==> config.mk <==
export PLATFORM = sky130hd
export DESIGN_NAME = bp_burst_seq
export DESIGN_NICKNAME = d
export VERILOG_FILES = /design/src/rtl/bp_burst_pkg.sv /design/src/rtl/bp_slot_counter.sv /design/src/rtl/bp_burst_gate.sv /design/src/rtl/bp_data_mux.sv /design/src/rtl/bp_burst_seq.sv
export SDC_FILE = /design/constraint.sdc
export NUM_CORES = 1
export LEC_CHECK = 0
export CAP_MARGIN = 10
export CORE_AREA = 2 2 39 41
export CTS_CLUSTER_DIAMETER = 200
export CTS_CLUSTER_SIZE = 20
export DETAILED_ROUTE_END_ITERATION = 10
export DIE_AREA = 0 0 41 43
export GPL_TIMING_DRIVEN = 0
export HOLD_SLACK_MARGIN = 0.12
export PLACE_DENSITY = 0.74
export RECOVER_POWER = 50
export SYNTH_ARGS = -nofsm -noshare
export SYNTH_HDL_FRONTEND = slang
export SYNTH_SLANG_ARGS = --single-unit
export TNS_END_PERCENT = 5
==> constraint.sdc <==
create_clock -name clk -period 2.3 [get_ports clk]
set_input_delay 0.23 -clock clk [delete_from_list [all_inputs] [get_ports clk]]
set_output_delay 0.23 -clock clk [all_outputs]
set_load 0.01 [all_outputs]
==> src/rtl/bp_burst_pkg.sv <==
package bp_burst_pkg;

    typedef enum logic [0:0] {
        ST_HOLD = 1'b0,
        ST_RUN  = 1'b1
    } seq_state_t;

endpackage

==> src/rtl/bp_slot_counter.sv <==
module bp_slot_counter #(
    parameter int SLOT_BITS   = 8,
    parameter int FRAME_SLOTS = 128,
    localparam int BIT_W      = $clog2(SLOT_BITS),
    localparam int SLOT_W     = $clog2(FRAME_SLOTS)
) (
    input  logic              clk,
    input  logic              clear,
    input  logic              advance,
    output logic [BIT_W-1:0]  bit_idx,
    output logic [SLOT_W-1:0] slot_idx,
    output logic              at_frame_start
);

    localparam logic [BIT_W-1:0]  BIT_LAST  = BIT_W'(SLOT_BITS - 1);
    localparam logic [SLOT_W-1:0] SLOT_LAST = SLOT_W'(FRAME_SLOTS - 1);

    always_ff @(posedge clk) begin
        if (clear) begin
            bit_idx  <= '0;
            slot_idx <= '0;
        end else if (advance) begin
            if (bit_idx == BIT_LAST) begin
                bit_idx  <= '0;
                slot_idx <= (slot_idx == SLOT_LAST) ? '0 : slot_idx + 1'b1;
            end else begin
                bit_idx <= bit_idx + 1'b1;
            end
        end
    end

    always_comb begin
        at_frame_start = (bit_idx == '0) && (slot_idx == '0);
    end

endmodule

==> src/rtl/bp_burst_gate.sv <==
module bp_burst_gate #(
    parameter int NUM_TRIB    = 4,
    parameter int FRAME_SLOTS = 128,
    localparam int TRIB_W     = $clog2(NUM_TRIB),
    localparam int SLOT_W     = $clog2(FRAME_SLOTS)
) (
    input  logic                running,
    input  logic [SLOT_W-1:0]   slot_idx,
    output logic [NUM_TRIB-1:0] enables,
    output logic [TRIB_W-1:0]   active_idx
);

    // Slot count and source count are powers of two, so the low bits of
    // the slot number select the source.
    always_comb begin
        active_idx = slot_idx[TRIB_W-1:0];
    end

    for (genvar g = 0; g < NUM_TRIB; g++) begin : g_gate
        always_comb begin
            enables[g] = running && (active_idx == TRIB_W'(g));
        end
    end

endmodule

==> src/rtl/bp_data_mux.sv <==
module bp_data_mux #(
    parameter int NUM_TRIB = 4,
    localparam int TRIB_W  = $clog2(NUM_TRIB)
) (
    input  logic                clk,
    input  logic                rst,
    input  logic                running,
    input  logic [TRIB_W-1:0]   active_idx,
    input  logic [NUM_TRIB-1:0] trib_data,
    output logic                bp_data
);

    always_ff @(posedge clk) begin
        if (rst || !running) begin
            bp_data <= 1'b0;
        end else begin
            bp_data <= trib_data[active_idx];
        end
    end

endmodule

==> src/rtl/bp_burst_seq.sv <==
module bp_burst_seq
    import bp_burst_pkg::*;
#(
    parameter int NUM_TRIB    = 4,
    parameter int SLOT_BITS   = 8,
    parameter int FRAME_SLOTS = 128
) (
    input  logic                clk,
    input  logic                rst,
    input  logic [NUM_TRIB-1:0] trib_data,
    output logic                frame_sync,
    output logic [NUM_TRIB-1:0] burst_en,
    output logic                bp_data
);

    localparam int TRIB_W = $clog2(NUM_TRIB);
    localparam int BIT_W  = $clog2(SLOT_BITS);
    localparam int SLOT_W = $clog2(FRAME_SLOTS);

    seq_state_t state_q;
    seq_state_t state_d;

    logic              running;
    logic              cnt_clear;
    logic [BIT_W-1:0]  bit_idx;
    logic [SLOT_W-1:0] slot_idx;
    logic              at_frame_start;
    logic [TRIB_W-1:0] active_idx;

    // State register
    always_ff @(posedge clk) begin
        if (rst) begin
            state_q <= ST_HOLD;
        end else begin
            state_q <= state_d;
        end
    end

    // Next state: hold_release from ST_HOLD, run_loop in ST_RUN
    always_comb begin
        state_d = state_q;
        unique case (state_q)
            ST_HOLD: state_d = ST_RUN;
            ST_RUN:  state_d = ST_RUN;
            default: state_d = ST_HOLD;
        endcase
    end

    // Outputs of the controller
    always_comb begin
        running    = 1'b0;
        cnt_clear  = 1'b1;
        unique case (state_q)
            ST_HOLD: begin
                running   = 1'b0;
                cnt_clear = 1'b1;
            end
            ST_RUN: begin
                running   = 1'b1;
                cnt_clear = rst;
            end
            default: begin
                running   = 1'b0;
                cnt_clear = 1'b1;
            end
        endcase
        frame_sync = running && at_frame_start;
    end

    bp_slot_counter #(
        .SLOT_BITS   (SLOT_BITS),
        .FRAME_SLOTS (FRAME_SLOTS)
    ) u_counter (
        .clk            (clk),
        .clear          (cnt_clear | rst),
        .advance        (running),
        .bit_idx        (bit_idx),
        .slot_idx       (slot_idx),
        .at_frame_start (at_frame_start)
    );

    bp_burst_gate #(
        .NUM_TRIB    (NUM_TRIB),
        .FRAME_SLOTS (FRAME_SLOTS)
    ) u_gate (
        .running    (running),
        .slot_idx   (slot_idx),
        .enables    (burst_en),
        .active_idx (active_idx)
    );

    bp_data_mux #(
        .NUM_TRIB (NUM_TRIB)
    ) u_mux (
        .clk        (clk),
        .rst        (rst),
        .running    (running),
        .active_idx (active_idx),
        .trib_data  (trib_data),
        .bp_data    (bp_data)
    );

endmodule

Word level (Yosys, flattened, before mapping) --
Index checks and enable logic that the tools add are counted. Widths: inputs -> output; s select.
Storage, ports and cells: input port bits 6, logic and storage cells 33, flip-flop bits (word level) 12
Operators by class: add/subtract/negate cells 2, muxes and demuxes 7, bitwise logic cells 2, equal/unequal tests 5, reductions and logical operators 12, magnitude comparators 1
Operators with widths (number):
- $add 7x1->7 const B | 1
- $eq 7x7->1 const B | 1
- $logic_not 7->1 | 1
- $mux 7 | 1
- $logic_and 1x1->1 | 6
- $eq 2x2->1 const B | 2
- $pmux 1 s2 | 2
- $add 3x1->3 const B | 1
- $eq 3x3->1 const B | 1
- $logic_not 3->1 | 1
- $lt 2x3->1 const B | 1
- $mux 3 | 1
- $bmux 1 s2 | 1
- $eq 2x1->1 const B | 1
- $logic_not 2->1 | 1
- $mux 1 | 2
- $reduce_and 2->1 | 1
- $logic_not 1->1 | 1
- $logic_or 1x1->1 | 1
- $not 1->1 | 1
- $or 1x1->1 | 1

Logic depth before layout (Yosys ltp) --
Gate-level depths: netlist (run 1).
word-level depth 4, mapped depth 6

By module --
A second synthesis (run 1) with hierarchy kept.
Second synthesis, totals: cell total of the unflattened synthesis 74, area, all modules 666.9 µm²
Modules (own cells, without submodules):
- bp_slot_counter | times used 1, area an instance 526.8 µm², cells each 61, seq. area each 200.2 µm²
- bp_burst_gate | times used 1, area an instance 52.6 µm², cells each 6, seq. area each 0.0 µm²
- bp_data_mux | times used 1, area an instance 51.3 µm², cells each 3, seq. area each 20.0 µm²
- bp_burst_seq | times used 1, area an instance 36.3 µm², cells each 4, seq. area each 20.0 µm²

Worst setup path before layout (run 1) --
Ideal clock, no wire load.
kind register to output, start reg u_counter.slot_idx[0], end out frame_sync, slack 887 ps, stages on the path, launching flop included 6, buffers on the path 0, arrival 1183 ps, path through dfxtp_1 inv_1 ha_1 and2_1 nand2_1 nor4_1
On the way: cells in the longest elaborated chain, start to end 3
RTL lines:
- start, declared | line bp_slot_counter.sv:11 | output logic [SLOT_W-1:0] slot_idx,
- start signal, assigned | line bp_slot_counter.sv:25 | slot_idx <= (slot_idx == SLOT_LAST) ? '0 : slot_idx + 1'b1;
- $logic_not 7->1 | line bp_slot_counter.sv:33 | at_frame_start = (bit_idx == '0) && (slot_idx == '0);
- $logic_and 1x1->1 | line bp_slot_counter.sv:33
- $logic_and 1x1->1 | line bp_burst_seq.sv:67 | frame_sync = running && at_frame_start;
- end, declared | line bp_burst_seq.sv:11 | output logic frame_sync,
Every way passes these cells.

Final worst setup path (run 1) --
start reg u_counter.slot_idx[0], end out burst_en[0]
On the way: cells in the longest elaborated chain, start to end 2
RTL lines:
- $logic_not 2->1 | line bp_burst_gate.sv:21 | enables[g] = running && (active_idx == TRIB_W'(g));
- $logic_and 1x1->1 | line bp_burst_gate.sv:21
- end, declared | line bp_burst_seq.sv:12 | output logic [NUM_TRIB-1:0] burst_en,
Every way passes these cells.

==> results.cfg, run 1 <==
[final_layout]
fillers = 121
final_nets = 97
seqCellArea_um2 = 240
syn_to_final_growth_pct = 27.0
fin_cells = 99
multi_input_area_um2 = 345
layout-drive-gt1-share = 0.0723
antennaDiodeCount = 0

[placement]
pre_cts_ws_ps = 434
finalWeightedCongestion = 0.772
place_inst = 95
port_buffers = 11
hpwl_um = 969

[timing]
rsz0062_at_grt = no
tns_ps = 0
min_period_over_period = 0.856
max_freq_ghz = 0.508
setup_viol = 0
drv_slew = 0
tightest_slew_ps = 438
setup_slack_ps = 332
slew_headroom = 0.706
finalHoldViolations = 0
fin_skew_ps = 3.93
hold_slack_ps = 467
fin_crit_ps = 1970

[route]
ant_nets = 0
drc = 0
via_per_inst = 5.52
dr.first_iter.drc_count = 22
vias = 546
first_pass_iters = 4
wire_per_inst_um = 12.9
drt-total-wl_um = 1280

[yosys]
yosysWarnings = 0
avgSynthCellArea_um2 = 9.13
ys_seq_elements = 12
synthesis.area_um2 = 621
yosysUniqueCellTypes = 26
syn-instance-count = 68
synth_fp_nets = 81
seq_area_frac_synth = 0.387

[cts]
cts_buffers = 3
clock-sinks = 12
cts_max_path_buffers = 2
cts_tree = built
clk-insertion-delay-late_ps = 280
h-tree-depth = 1
post_cts_buffers = 0
clkTransAtPathRegs_ps = 70
clock-root-buffer = clkbuf_4

[worst_setup_path]
r2r-start = u_counter.bit_idx[0]
path_cells = inv_1, ha_1, and2_1, clkdlybuf4s50_1
critPathArrivalTime_ps = 1740
crit_type = flip-flop to output port
crit_path_max_fanout = 7
path_buf_inv = 2
cpPeakStageDelay_ps = 480
start_kind = flip-flop
path_delay_family = buffers and inverters
endpoint_kind = output port
crit_path_top_delay_cell = dfxtp_1
crit_start = u_counter.slot_idx[0]
cp_data_required_time_ps = 2070

[power_and_ir_drop]
cellLeakagePower_uw = 0.000313
powerDensity_mw_per_mm2 = 526
seq_power_share = 0.516
p_sw_uw = 90.3
p_clk_frac = 0.415
netSwitchingFraction = 0.218
intPower_uw = 325
combPwrFrac = 0.069
peakVddDrop_v = 0.000297

[die]
fp.dieW_um = 41
boundaryPins = 12
die_h_um = 43
start_util = 0.448
die-area_mm2 = 0.00176
rows = 14
core_mm2 = 0.00138

[global_route]
grt_first_pass_wirelength_um = 2050
grt_usage = 0.178
grt_antenna_before_repair = 0
grt_pass1_vias = 466
grt_max_degree = 11
gr-total-overflow = 0

[job]
drv_cap = 0

[run_status]
status = finished clean

[hold_path]
holdCritStartpoint = u_counter.bit_idx[0]
hold_path.class = flip-flop to flip-flop
synthesized netlist by cell type:
library cell  instances  area [um2]
dfxtp_1              12         240
inv_1                 8        30.0
ha_1                  7        87.6
and2_1                5        31.3
nand2_1               5        18.8
o21ai_0               5        25.0
a21oi_1               4        20.0
or3_1                 3        18.8
nand4_1               2        12.5
a311oi_1              1        8.76
a31oi_1               1        6.26
a41oi_1               1        8.76
and3_1                1        6.26
buf_2                 1        5.00
mux4_1                1        26.3
nand2_2               1        6.26
nand3_1               1        5.00
nand3_2               1        10.0
nor2_1                1        3.75
nor2b_1               1        6.26
nor3_1                1        5.00
nor4_1                1        6.26
nor4b_1               1        8.76
o211ai_1              1        7.51
o31ai_1               1        7.51
xor2_1                1        8.76
path summary, 6_finish.rpt:
kind	to	slack [ps]	depth (start not counted)
worst max register to register	u_counter.slot_idx[6]	540	6
worst max-delay path	burst_en[0]	330	4
worst min register to register	u_counter.bit_idx[0]	470	1
worst min-delay path	u_counter.bit_idx[0]	470	1
logic make-up after synthesis:
logic type               synth area share
buffers and inverters              0.0564
AO/OA/AOI/OAI                       0.135
flip-flops                          0.387
AND/OR/NAND/NOR                     0.224
XOR/XNOR                           0.0141
multiplexers                       0.0423
adder cells (fa/ha/maj)             0.141
flip-flops by register name, summed over array words and instances, names as in the netlist:
signal / flops
u_counter.slot_idx: 7
u_counter.bit_idx: 3
u_mux.bp_data: 1
state_q: 1
area by class of cell:
| class | instances | share of cell area |
|---|---|---|
| tap | 16 | 0.0254 |
| sequential | 12 | 0.305 |
| clock buffer | 4 | 0.0460 |
| inverter | 8 | 0.0381 |
| timing repair buffer | 11 | 0.143 |
| multi-input combinational | 47 | 0.438 |
| buffer | 1 | 0.00476 |
power by group through the flow:
stage / logic (uW) / clock network (uW) / registers, uW
2_1_floorplan: 11.6 / 0 / 219
3_3_place_gp: 28.3 / 0 / 219
3_5_place_dp: 29.7 / 0 / 219
4_1_cts: 30.0 / 175 / 214
5_1_grt: 31.7 / 182 / 215
6_report: 28.4 / 172 / 214
per-layer routing:
metal	global-route usage	vias up	share of wire
li1	-	272	-
met1	0.224	248	0.44
met2	0.263	21	0.48
met3	0.0314	5	0.038
met4	0.120	0	0.032
met5	0	-	0
placed cells by master, fill, tap and decap left out, types with 2 or more instances in the layout:
cell type and count:
ha_1 7, clkbuf_4 3, inv_1 8, nand2_1 5, nand4_1 2, dlygate4sd3_1 2
o21ai_0 5, dfxtp_1 12, and2_1 4, clkdlybuf4s50_1 8, or3_1 3, a21oi_1 4
stage by stage:
stage / total power, uW / util / cell area, um2
floorplan: 230 / - / 621
finish: 415 / 0.570 / 788
global route: 429 / 0.570 / 788
global placement: 247 / 0.542 / 751
CTS: 419 / 0.569 / 787
detailed placement: 249 / 0.542 / 751
what timing repair did:
action | 4_1_cts | 5_1_grt
gates resized for setup | 0 | 1
endpoints found under the setup margin | 0 | 1
hold buffers | 0 | 0
(Power assumes the default switching activity.)
==> run 2, diff against run 1 <==
--- a/config.mk
+++ b/config.mk
@@ -15,7 +15,8 @@
 export HOLD_SLACK_MARGIN = 0.12
 export PLACE_DENSITY = 0.74
 export RECOVER_POWER = 50
+export SLEW_MARGIN = 20
 export SYNTH_ARGS = -nofsm -noshare
 export SYNTH_HDL_FRONTEND = slang
 export SYNTH_SLANG_ARGS = --single-unit
-export TNS_END_PERCENT = 5
+export TNS_END_PERCENT = 100
==> results of run 2 <==
Final layout, timing and power as in run 1 (identical DEF).
==> run 3, diff against run 2 <==
--- a/config.mk
+++ b/config.mk
@@ -13,10 +13,11 @@
 export DIE_AREA = 0 0 41 43
 export GPL_TIMING_DRIVEN = 0
 export HOLD_SLACK_MARGIN = 0.12
-export PLACE_DENSITY = 0.74
+export PLACE_DENSITY = 0.78
 export RECOVER_POWER = 50
 export SLEW_MARGIN = 20
 export SYNTH_ARGS = -nofsm -noshare
 export SYNTH_HDL_FRONTEND = slang
+export SYNTH_HIERARCHICAL = 1
 export SYNTH_SLANG_ARGS = --single-unit
 export TNS_END_PERCENT = 100
==> results.cfg, run 3 <==
[route]
drc = 0
via_per_inst = 5.40
drt-total-wl_um = 1360
wire_per_inst_um = 13.0
ant_nets = 0
dr.first_iter.drc_count = 11
vias = 567
first_pass_iters = 4

[worst_setup_path]
crit_path_max_fanout = 5
endpoint_kind = output port
cp_data_required_time_ps = 2070
path_cells = or4_1, nor4_1, and2_1, dlymetal6s2s_1
start_kind = flip-flop
cpPeakStageDelay_ps = 520
crit_type = flip-flop to output port
crit_path_top_delay_cell = or4_1
critPathArrivalTime_ps = 1680

[global_route]
grt_usage = 0.198
grt_use_met3 = 0.0314
gr-total-overflow = 0
grt_use_met1 = 0.225
grt_max_degree = 12
grt_first_pass_wirelength_um = 2240
use_met2 = 0.316
grt_most_used_layer = met2
grt_pass1_vias = 540
grt_antenna_before_repair = 0

[power_and_ir_drop]
combPwrFrac = 0.080
intPower_uw = 327
p_clk_frac = 0.403
p_sw_uw = 86.5
seq_power_share = 0.516
powerDensity_mw_per_mm2 = 496
netSwitchingFraction = 0.209
peakVddDrop_v = 0.000253
cellLeakagePower_uw = 0.000343

[yosys]
synthesis.area_um2 = 667
synth_top_family_by_area = simple AND/OR/NAND/NOR gates
syn-instance-count = 74
avgSynthCellArea_um2 = 9.01
post-synth-top-count-cell = dfxtp_1
synth_xor_area_frac = 0.0263
ys_seq_elements = 12
yosysWarnings = 6
ys_top_cells_by_area = dfxtp_1 36%, ha_1 9.4%, and3b_1 3.9%, mux4_2 3.4%, nand2_1 3.4%
synth-simple-area-share = 0.270
seq_area_frac_synth = 0.360
synth_ff_type = dfxtp_1
synth.area.mux_share = 0.0638
synthAdderAreaFrac = 0.0938
synth_fp_nets = 85
yosys.area.top_type = dfxtp_1
async_reset_ff_frac = 0
synth_edf_count = 0
synth_compound_area_frac = 0.113
synth_common_cells = 12 x dfxtp_1, 6 x nand2_1, 5 x ha_1, 5 x inv_1, 5 x nor2_1
synth_top_cell_area_share = 0.360
yosysUniqueCellTypes = 31

[die]
core_mm2 = 0.00138
start_util = 0.482
die_h_um = 43
fp.dieW_um = 41
rows = 14
die-area_mm2 = 0.00176
boundaryPins = 12

[run_status]
status = finished clean

[placement]
finalWeightedCongestion = 0.758
place_area_um2 = 797
port_buffers = 11
hpwl_um = 1040

[job]
drv_cap = 0

[timing]
max_freq_ghz = 0.523
tns_ps = 0
fin_crit_ps = 1910
finalHoldViolations = 0
drv_slew = 0
setup_viol = 0
tightest_slew_ps = 428
slew_headroom = 0.715
rsz0062_at_grt = no
min_period_over_period = 0.832
fin_skew_ps = 3.33

[cts]
cts_tree = built
cts_max_path_buffers = 2
clk-insertion-delay-late_ps = 270
post_cts_buffers = 0
h-tree-depth = 1
cts_buffers = 3
cts_hold_buf = 0
clock-sinks = 12
clock-root-buffer = clkbuf_4
post_cts_resized = 0
clkTransAtPathRegs_ps = 80

[final_layout]
final_cell_mix = 12 x dfxtp_1, 8 x clkdlybuf4s50_1, 7 x nand2_1
antennaDiodeCount = 0
layout-drive-gt1-share = 0.112
seqCellArea_um2 = 240
fillers = 122
largestRegisters = u_counter/slot_idx (7), u_counter/bit_idx (3)
top_register = u_counter/slot_idx
largest_reg_flops = 7
postLayoutCellArea_um2 = 833
final_nets = 101
final_common_cell = dfxtp_1
syn_to_final_growth_pct = 25.0
multi_input_area_um2 = 375

[hold_path]
hold_path.class = flip-flop to flip-flop
run 3: cell types whose count changed in the layout (fill, tap and decap cells not counted), sizes merged, moves of 2 or more:
cell,before,now
and2,5,1
nor2,1,5
and3b,0,3
inv,8,5
o21ai,5,2
or4,0,3
buf,0,2
ha,7,5
mux2i,0,2
nand3,2,4
nand4,2,0
run 3: per-layer routing:
layer / up-vias / routed length [um]
met5: - / 0
met4: 0 / 15
met3: 2 / 67
met2: 15 / 687
met1: 256 / 593
li1: 294 / -
run 3: path summary, 6_finish.rpt:
kind	cells after the start	to	slack [ps]	startpoint
setup reg to reg	5	u_counter/slot_idx[3]	540	u_counter/bit_idx[0]
hold / removal	2	u_counter/slot_idx[4]	520	u_counter/slot_idx[4]
setup / recovery	4	frame_sync	390	u_counter/slot_idx[2]
hold reg to reg	2	u_counter/slot_idx[4]	520	u_counter/slot_idx[4]
run 3: area by class of cell:
type,instances,share of cell area
Buffer,4,0.0360
Timing Repair Buffer,11,0.135
Inverter,5,0.0225
Clock buffer,4,0.0435
Multi-Input combinational cell,53,0.450
Tap cell,16,0.0240
Sequential cell,12,0.288
run 3: cells by family (layout without fill, tap and decap cells):
logic type               count (synthesis)  count (layout)
AO/OA/AOI/OAI                           12              12
XOR/XNOR                                 2               2
adder cells (fa/ha/maj)                  5               5
buffers and inverters                    9              24
flip-flops                              12              12
multiplexers                             3               3
AND/OR/NAND/NOR                         31              31
run 3: power by group through the flow:
stage          clock, uW  sequential [uW]  combinational, uW
6_report             167              213               33.2
5_1_grt              180              214               36.5
4_1_cts              174              214               35.0
3_5_place_dp           0              218               34.8
3_3_place_gp           0              218               33.3
2_1_floorplan          0              218               16.8
run 3: stage by stage:
step | power [uW] | setup WS, ps | util | std cells | hold slack, ps
detailed placement | 253 | 368 | 0.576 | 101 | 503
finish | 413 | 387 | 0.602 | 105 | 517
global placement | 251 | 382 | 0.576 | 101 | 490
CTS | 422 | 37.3 | 0.602 | 105 | 465
floorplan | 235 | 776 | - | 74 | 287
global route | 430 | 299 | 0.602 | 105 | 557
run 3: critical path, delay by kind of cell (launching register included):
kind	cells	cell delay (ps)
buf+inv	1	150
flops	1	350
simple gates	3	900
